### config.mk
export PLATFORM = sky130hd
export DESIGN_NAME = spi_cmd_engine
export DESIGN_NICKNAME = d
export VERILOG_FILES = /design/src/rtl/spi_cmd_pkg.sv /design/src/rtl/spi_fifo_ram.sv /design/src/rtl/spi_byte_shifter.sv /design/src/rtl/spi_cmd_engine.sv
export SDC_FILE = /design/constraint.sdc
export NUM_CORES = 1
export LEC_CHECK = 0
export CAP_MARGIN = 20
export CORE_MARGIN = 3
export CORE_UTILIZATION = 45
export CTS_BUF_LIST = sky130_fd_sc_hd__clkbuf_8
export CTS_CLUSTER_SIZE = 30
export DETAILED_ROUTE_END_ITERATION = 8
export PLACE_DENSITY = 0.62
export SLEW_MARGIN = 20
export SYNTH_ARGS = -nofsm -noshare
export SYNTH_HDL_FRONTEND = slang
export SYNTH_SLANG_ARGS = --single-unit
export TNS_END_PERCENT = 10
### constraint.sdc
create_clock -name clk -period 7.6 [get_ports clk]
set_input_delay 1.14 -clock clk [delete_from_list [all_inputs] [get_ports clk]]
set_output_delay 1.14 -clock clk [all_outputs]
set_load 0.01 [all_outputs]
### src/rtl/spi_cmd_pkg.sv
package spi_cmd_pkg;
  typedef enum logic [1:0] {ST_IDLE, ST_LEAD, ST_SHIFT, ST_TRAIL} eng_state_t;
  typedef enum logic [1:0] {PH_OPC, PH_TX, PH_RX} eng_phase_t;

  // word indices (byte address >> 2) that the software sequence depends on
  localparam logic [5:0] W_CTRL = 6'h00;
  localparam logic [5:0] W_CSEL = 6'h07;
  localparam logic [5:0] W_CNT  = 6'h12;
endpackage

### src/rtl/spi_fifo_ram.sv
module spi_fifo_ram #(
  parameter int DEPTH = 72,
  parameter int IDX_W = 9
) (
  input  logic             clk,
  input  logic             bus_we,
  input  logic [IDX_W-1:0] bus_base,
  input  logic [3:0]       bus_strb,
  input  logic [31:0]      bus_wdata,
  output logic [31:0]      bus_rdata,
  input  logic             eng_we,
  input  logic [IDX_W-1:0] eng_idx,
  input  logic [7:0]       eng_wdata,
  output logic [7:0]       eng_rdata
);
  localparam int AW = (DEPTH > 1) ? $clog2(DEPTH) : 1;
  localparam logic [IDX_W-1:0] LIMIT = IDX_W'(DEPTH);

  logic [7:0]       mem [DEPTH];
  logic [IDX_W-1:0] lane_idx [4];
  logic [3:0]       lane_ok;

  for (genvar g = 0; g < 4; g++) begin : g_lane
    assign lane_idx[g] = bus_base + IDX_W'(g);
    assign lane_ok[g]  = lane_idx[g] < LIMIT;
    assign bus_rdata[8*g +: 8] = lane_ok[g] ? mem[lane_idx[g][AW-1:0]] : 8'h00;
  end

  assign eng_rdata = (eng_idx < LIMIT) ? mem[eng_idx[AW-1:0]] : 8'h00;

  always_ff @(posedge clk) begin
    for (int l = 0; l < 4; l++) begin
      if (bus_we && bus_strb[l] && lane_ok[l])
        mem[lane_idx[l][AW-1:0]] <= bus_wdata[8*l +: 8];
    end
    if (eng_we && (eng_idx < LIMIT))
      mem[eng_idx[AW-1:0]] <= eng_wdata;
  end
endmodule

### src/rtl/spi_byte_shifter.sv
module spi_byte_shifter #(
  parameter int HALF_CYC = 2
) (
  input  logic       clk,
  input  logic       rst_n,
  input  logic       start,
  input  logic [7:0] tx_byte,
  input  logic       miso,
  output logic       sclk,
  output logic       mosi,
  output logic [7:0] rx_byte,
  output logic       done
);
  localparam int CNT_W = $clog2(HALF_CYC) + 1;
  localparam logic [CNT_W-1:0] CNT_LAST = CNT_W'(HALF_CYC - 1);

  logic             active, high;
  logic [CNT_W-1:0] cnt;
  logic [2:0]       bitn;
  logic [7:0]       shreg;

  assign mosi = shreg[7];

  always_ff @(posedge clk or negedge rst_n) begin
    if (!rst_n) begin
      active  <= 1'b0;
      high    <= 1'b0;
      cnt     <= '0;
      bitn    <= '0;
      shreg   <= '0;
      rx_byte <= '0;
      sclk    <= 1'b0;
      done    <= 1'b0;
    end else begin
      done <= 1'b0;
      if (start) begin
        shreg  <= tx_byte;
        active <= 1'b1;
        high   <= 1'b0;
        cnt    <= '0;
        bitn   <= '0;
        sclk   <= 1'b0;
      end else if (active) begin
        if (cnt == CNT_LAST) begin
          cnt <= '0;
          if (!high) begin
            sclk    <= 1'b1;
            high    <= 1'b1;
            rx_byte <= {rx_byte[6:0], miso};
          end else begin
            sclk <= 1'b0;
            high <= 1'b0;
            if (bitn == 3'd7) begin
              active <= 1'b0;
              done   <= 1'b1;
            end else begin
              bitn  <= bitn + 1'b1;
              shreg <= {shreg[6:0], 1'b0};
            end
          end
        end else begin
          cnt <= cnt + 1'b1;
        end
      end
    end
  end
endmodule

### src/rtl/spi_cmd_engine.sv
module spi_cmd_engine
  import spi_cmd_pkg::*;
#(
  parameter int FIFO_BYTES = 72,
  parameter int HALF_CYC   = 2
) (
  input  logic        clk,
  input  logic        rst_n,
  input  logic        bus_write,
  input  logic [7:0]  bus_addr,
  input  logic [3:0]  bus_wstrb,
  input  logic [31:0] bus_wdata,
  output logic [31:0] bus_rdata,
  output logic        spi_sclk,
  output logic        spi_mosi,
  input  logic        spi_miso,
  output logic [3:0]  spi_cs_n
);
  localparam int PTR_W = 9;
  localparam int CNT_W = $clog2(HALF_CYC) + 1;
  localparam logic [CNT_W-1:0] CNT_LAST = CNT_W'(HALF_CYC - 1);

  eng_state_t       state;
  eng_phase_t       phase;
  logic [CNT_W-1:0] cnt;
  logic [7:0]       opcode_q, tx_cnt_q, rx_cnt_q, tx_left, rx_left;
  logic [1:0]       cs_sel_q;
  logic [PTR_W-1:0] ptr;
  logic             exec_q, clr_q, busy;
  logic             sh_start, sh_done;
  logic [7:0]       sh_byte, sh_rx, ram_eng_rd;
  logic [31:0]      ram_bus_rd;

  // ---------------- register bus decode ----------------
  logic [5:0]       word_sel;
  logic             fifo_hit, wr_idle, ctrl_wr, exec_wr, clr_wr;
  logic [PTR_W-1:0] bus_base;
  logic [1:0]       unused_addr;

  assign unused_addr = bus_addr[1:0];
  assign word_sel    = bus_addr[7:2];
  assign fifo_hit    = bus_addr[7];
  assign bus_base    = {2'b00, bus_addr[6:2], 2'b00};
  assign busy        = (state != ST_IDLE) || exec_q;
  assign wr_idle     = bus_write && !busy;
  assign ctrl_wr     = wr_idle && !fifo_hit && (word_sel == W_CTRL);
  assign exec_wr     = ctrl_wr && bus_wstrb[2] && bus_wdata[16];
  assign clr_wr      = ctrl_wr && bus_wstrb[2] && bus_wdata[20];

  always_ff @(posedge clk or negedge rst_n) begin
    if (!rst_n) begin
      opcode_q <= '0;
      tx_cnt_q <= '0;
      rx_cnt_q <= '0;
      cs_sel_q <= '0;
    end else if (wr_idle && !fifo_hit) begin
      case (word_sel)
        W_CTRL: if (bus_wstrb[0]) opcode_q <= bus_wdata[7:0];
        W_CSEL: if (bus_wstrb[1]) cs_sel_q <= bus_wdata[9:8];
        W_CNT: begin
          if (bus_wstrb[0]) tx_cnt_q <= bus_wdata[7:0];
          if (bus_wstrb[3]) rx_cnt_q <= bus_wdata[31:24];
        end
        default: ;
      endcase
    end
  end

  always_comb begin
    bus_rdata = '0;
    if (fifo_hit) begin
      bus_rdata = ram_bus_rd;
    end else begin
      case (word_sel)
        W_CTRL: begin
          bus_rdata[31]  = busy;
          bus_rdata[7:0] = opcode_q;
        end
        W_CSEL: bus_rdata[9:8] = cs_sel_q;
        W_CNT: begin
          bus_rdata[7:0]   = tx_cnt_q;
          bus_rdata[31:24] = rx_cnt_q;
        end
        default: ;
      endcase
    end
  end

  // ---------------- shared FIFO storage ----------------
  logic eng_we;
  assign eng_we = (state == ST_SHIFT) && sh_done && (phase == PH_RX);

  spi_fifo_ram #(.DEPTH(FIFO_BYTES), .IDX_W(PTR_W)) u_ram (
    .clk       (clk),
    .bus_we    (wr_idle && fifo_hit),
    .bus_base  (bus_base),
    .bus_strb  (bus_wstrb),
    .bus_wdata (bus_wdata),
    .bus_rdata (ram_bus_rd),
    .eng_we    (eng_we),
    .eng_idx   (ptr),
    .eng_wdata (sh_rx),
    .eng_rdata (ram_eng_rd)
  );

  // ---------------- serial shifter ----------------
  spi_byte_shifter #(.HALF_CYC(HALF_CYC)) u_shift (
    .clk     (clk),
    .rst_n   (rst_n),
    .start   (sh_start),
    .tx_byte (sh_byte),
    .miso    (spi_miso),
    .sclk    (spi_sclk),
    .mosi    (spi_mosi),
    .rx_byte (sh_rx),
    .done    (sh_done)
  );

  // ---------------- command sequencer ----------------
  always_ff @(posedge clk or negedge rst_n) begin
    if (!rst_n) begin
      state    <= ST_IDLE;
      phase    <= PH_OPC;
      cnt      <= '0;
      tx_left  <= '0;
      rx_left  <= '0;
      ptr      <= '0;
      exec_q   <= 1'b0;
      clr_q    <= 1'b0;
      sh_start <= 1'b0;
      sh_byte  <= '0;
      spi_cs_n <= '1;
    end else begin
      exec_q   <= exec_wr;
      clr_q    <= clr_wr;
      sh_start <= 1'b0;
      case (state)
        ST_IDLE: if (exec_q) begin
          state    <= ST_LEAD;
          cnt      <= '0;
          tx_left  <= tx_cnt_q;
          rx_left  <= rx_cnt_q;
          spi_cs_n <= ~(4'b0001 << cs_sel_q);
        end
        ST_LEAD: if (cnt == CNT_LAST) begin
          sh_start <= 1'b1;
          sh_byte  <= opcode_q;
          phase    <= PH_OPC;
          state    <= ST_SHIFT;
        end else begin
          cnt <= cnt + 1'b1;
        end
        ST_SHIFT: if (sh_done) begin
          if (phase == PH_RX) ptr <= ptr + 1'b1;
          if (tx_left != 8'd0) begin
            sh_start <= 1'b1;
            sh_byte  <= ram_eng_rd;
            ptr      <= ptr + 1'b1;
            tx_left  <= tx_left - 1'b1;
            phase    <= PH_TX;
          end else if (rx_left != 8'd0) begin
            sh_start <= 1'b1;
            sh_byte  <= 8'h00;
            rx_left  <= rx_left - 1'b1;
            phase    <= PH_RX;
          end else begin
            state <= ST_TRAIL;
            cnt   <= '0;
          end
        end
        ST_TRAIL: if (cnt == CNT_LAST) begin
          spi_cs_n <= '1;
          state    <= ST_IDLE;
        end else begin
          cnt <= cnt + 1'b1;
        end
        default: state <= ST_IDLE;
      endcase
      if (clr_q) ptr <= '0;
    end
  end
endmodule

==> reports/metrics.csv <==
metric,value,unit
first-pass GRT wire length,204000,µm
routed vias/inst,6.90,
"Clk pin slew, worst setup/hold paths",60,ps
remaining global-route overflow,0,
Final Cycle Share,0.784,
final non-filler cell total,4014,
final hold viol count,0,
IO Count,86,
Die Wd,298,µm
Slew headroom,0.198,
largest family of logic cells by synthesized area,multiplexers,
HPWL Detailed,102000,µm
Layout Skew,64.1,ps
CTS tree,done,
synthesis-stage register bit count,672,
Core Region,84200,µm²
Synth Area in Compound Gates,0.0813,
TNS Setup,0,ps
sequential fraction of the synthesis area,0.512,
Synth area leaders,"edfxtp_1 45%, mux2_2 15%, mux4_2 12%",
clock buffer depth,3,
Root Driver,clkbuf_8,
worst-margin pin slew,1200,ps
outcome,completed,
proportion of layout cells with a drive suffix above 1,0.373,
initial core utilization,0.457,
fraction of registers with async set or reset after synthesis,0.143,
largest net degree at the start of global routing,86,
Max-cap violations,0,
clk_lat worst skew,770,ps
# hold bufs at CTS,0,
Max stage delay on crit path,640,ps
post-synthesis mux area share,0.300,
highest clock rate,168,MHz
top-count cell post-synth,edfxtp_1,
hold_ws,413,ps
syn nets,2826,
Sw Pwr,2.64,mW
finished layout cell area,42300,µm²
Final ANT Viol Nets,0,
initial antenna violation count,15,
placed cell areas,40100,µm²
Die Height,298,µm
Port-buffer cells,83,
Worst VDD drop,0.157,mV
CTS Buf Count,117,
Switching Share,0.294,
drt total wl,146000,µm
Avg Inst Size Synth,13.9,µm²
Tmin final,5960,ps
area share of the largest cell type after synthesis,0.449,
CP Capture Type,output port,
Post-CTS Setup Bufs,0,
number of global-route vias before repair,26676,
RSZ-0062 raised after global routing,false,
DRC,0,
Commonest cells post-synth,"576 x edfxtp_1, 511 x mux2_2, 212 x mux4_2",
WL per Instance,36.5,µm
clock power share,0.354,
max-slew violation count,0,
CP Cell Sequence,"buf_4, buf_12, and2_0, o2bb2ai_1, a221o_1, a222oi_1, o21ai_1, clkdlybuf4s50_1",
post-synthesis cell type count,79,
warnings from Yosys,0,
Worst setup SP type,primary input,
post-CTS sizing,0,
XOR/XNOR share of the synthesized area,0.00228,
gr usage total,0.323,
nets,2845,
Post-Syn Area,38500,µm²
First-pass DRT Iterations,7,
Post-synth EDFFs,576,
combinational share of power,0.168,
routability cong.,1.05,
critical path class,in -> out,
pwr dens,212,nW/µm²
Max H-tree Level,3,
post-synthesis simple-gate area fraction,0.0660,
leading area contributor after synthesis,edfxtp_1,
cell count after placement,3799,
total number of vias,27685,
Sequential Power Share,0.479,
crit path DAT,4820,ps
Sink Count,672,
Iteration-0 DRC Markers,4228,
Area Overhead vs Synth,9.83,%
worst-path cell with the longest stage delay,buf_4,
leak pwr,13.8,nW
FP Rows,106,
main flop type after synthesis,edfxtp_1,
Synth Instances,2766,
maximum fanout along the worst path,85,
die area,89100,µm²
Setup-failing EPs final,0,
Synth Area in Adders,0.00390,
Internal,6.34,mW
required time of the critical path,6460,ps
Worst Hold Class,in -> async,
-- cells by family after synthesis --
logic type                 Yosys count
AOI/OAI and AO/OA                  476
xor gates and xnor gates            10
adders and majority gates           12
buffers and inverters              287
DFF                                672
muxes                              823
and+or+nand+nor                    486
-- layout make-up --
| type | instances | area (µm²) |
|---|---|---|
| fill | 7213 | 41900 |
| tap | 1134 | 1420 |
| clock inverter | 86 | 455 |
| multi-input combinational | 1807 | 17500 |
| sequential | 672 | 19700 |
| timing repair buffer | 157 | 1360 |
| clock buffer | 123 | 1690 |
| inverter | 30 | 114 |
| antenna | 5 | 12.5 |
-- cell usage in the layout (no fill, tap or decap), drive strengths merged, types with 14 or more instances in the layout --
| cell type | synthesis | layout |
|---|---|---|
| a31oi | 18 | 18 |
| clkbuf | 128 | 124 |
| buf | 129 | 86 |
| clkdlybuf4s50 | 0 | 70 |
| nor2b | 18 | 18 |
| mux2i | 100 | 100 |
| or2 | 14 | 14 |
| a21oi | 131 | 131 |
| edfxtp | 576 | 576 |
| dfrtp | 92 | 92 |
| inv | 29 | 72 |
| mux4 | 212 | 212 |
| nand3 | 42 | 42 |
| o21ai | 84 | 84 |
| a211oi | 30 | 30 |
| nand2 | 74 | 74 |
| nor2 | 235 | 235 |
| o22ai | 88 | 88 |
| mux2 | 511 | 511 |
| nor3 | 33 | 33 |
| o2bb2ai | 18 | 18 |
| a221oi | 30 | 30 |
| clkinv | 1 | 41 |
-- power groups by stage --
stage	registers (mW)	clock network, mW	logic [mW]
floorplan	4.31	0	1.01
global placement	4.36	0	1.41
detailed placement	4.37	0	1.46
CTS	4.29	3.19	1.47
global route	4.31	3.35	1.61
finish	4.30	3.17	1.50
-- per-stage QoR --
stage | util | worst slack [ps] | power [mW]
after global placement | 0.476 | 1900 | 5.77
after CTS | 0.501 | 1900 | 8.95
final | 0.502 | 1640 | 8.97
after detailed placement | 0.476 | 1920 | 5.83
after floorplan | - | 3630 | 5.32
after global routing | 0.502 | 1640 | 9.27
-- sequential cells by signal (all words and copies together), names as in the netlist, 2 cells and up --
signal and flops:
u_shift.cnt 2, rx_cnt_q 8, tx_cnt_q 8, u_shift.rx_byte 8
u_ram.mem 576, u_shift.shreg 8, state 2, phase 2
rx_left 8, u_shift.bitn 3, cs_sel_q 2, tx_left 8
ptr 9, opcode_q 8, sh_byte 8, spi_cs_n 4
cnt 2
-- worst paths after layout --
kind,end,startpoint,slack (ps),depth (start not counted)
max,bus_rdata[24],bus_addr[4],1640,8
min in group clk,u_shift.shreg[3],u_shift.shreg[3],480,2
min,tx_cnt_q[3],rst_n,410,1
min reg2reg,u_shift.shreg[3],u_shift.shreg[3],480,2
max reg2reg,u_ram.mem[67][4],state[0],3190,7
max in group asynchronous,rx_left[3],rst_n,6090,2
-- worst max-delay path: cells and delay by family --
family          cells  cell delay [ps]
buf+inv             3             1760
compound gates      4             1220
simple gates        1              580
-- metal layers --
| metal | GRT usage | share of wire | up-vias | routed length (µm) |
|---|---|---|---|---|
| met1 | 0.423 | 0.37 | 14183 | 54100 |
| met3 | 0.103 | 0.13 | 394 | 19200 |
| met2 | 0.482 | 0.44 | 2049 | 64400 |
| met5 | 0.00703 | 0.00055 | - | 81 |
| met4 | 0.167 | 0.059 | 12 | 8650 |
| li1 | - | - | 11047 | - |
Note: power is estimated with default switching activity, not from simulation.
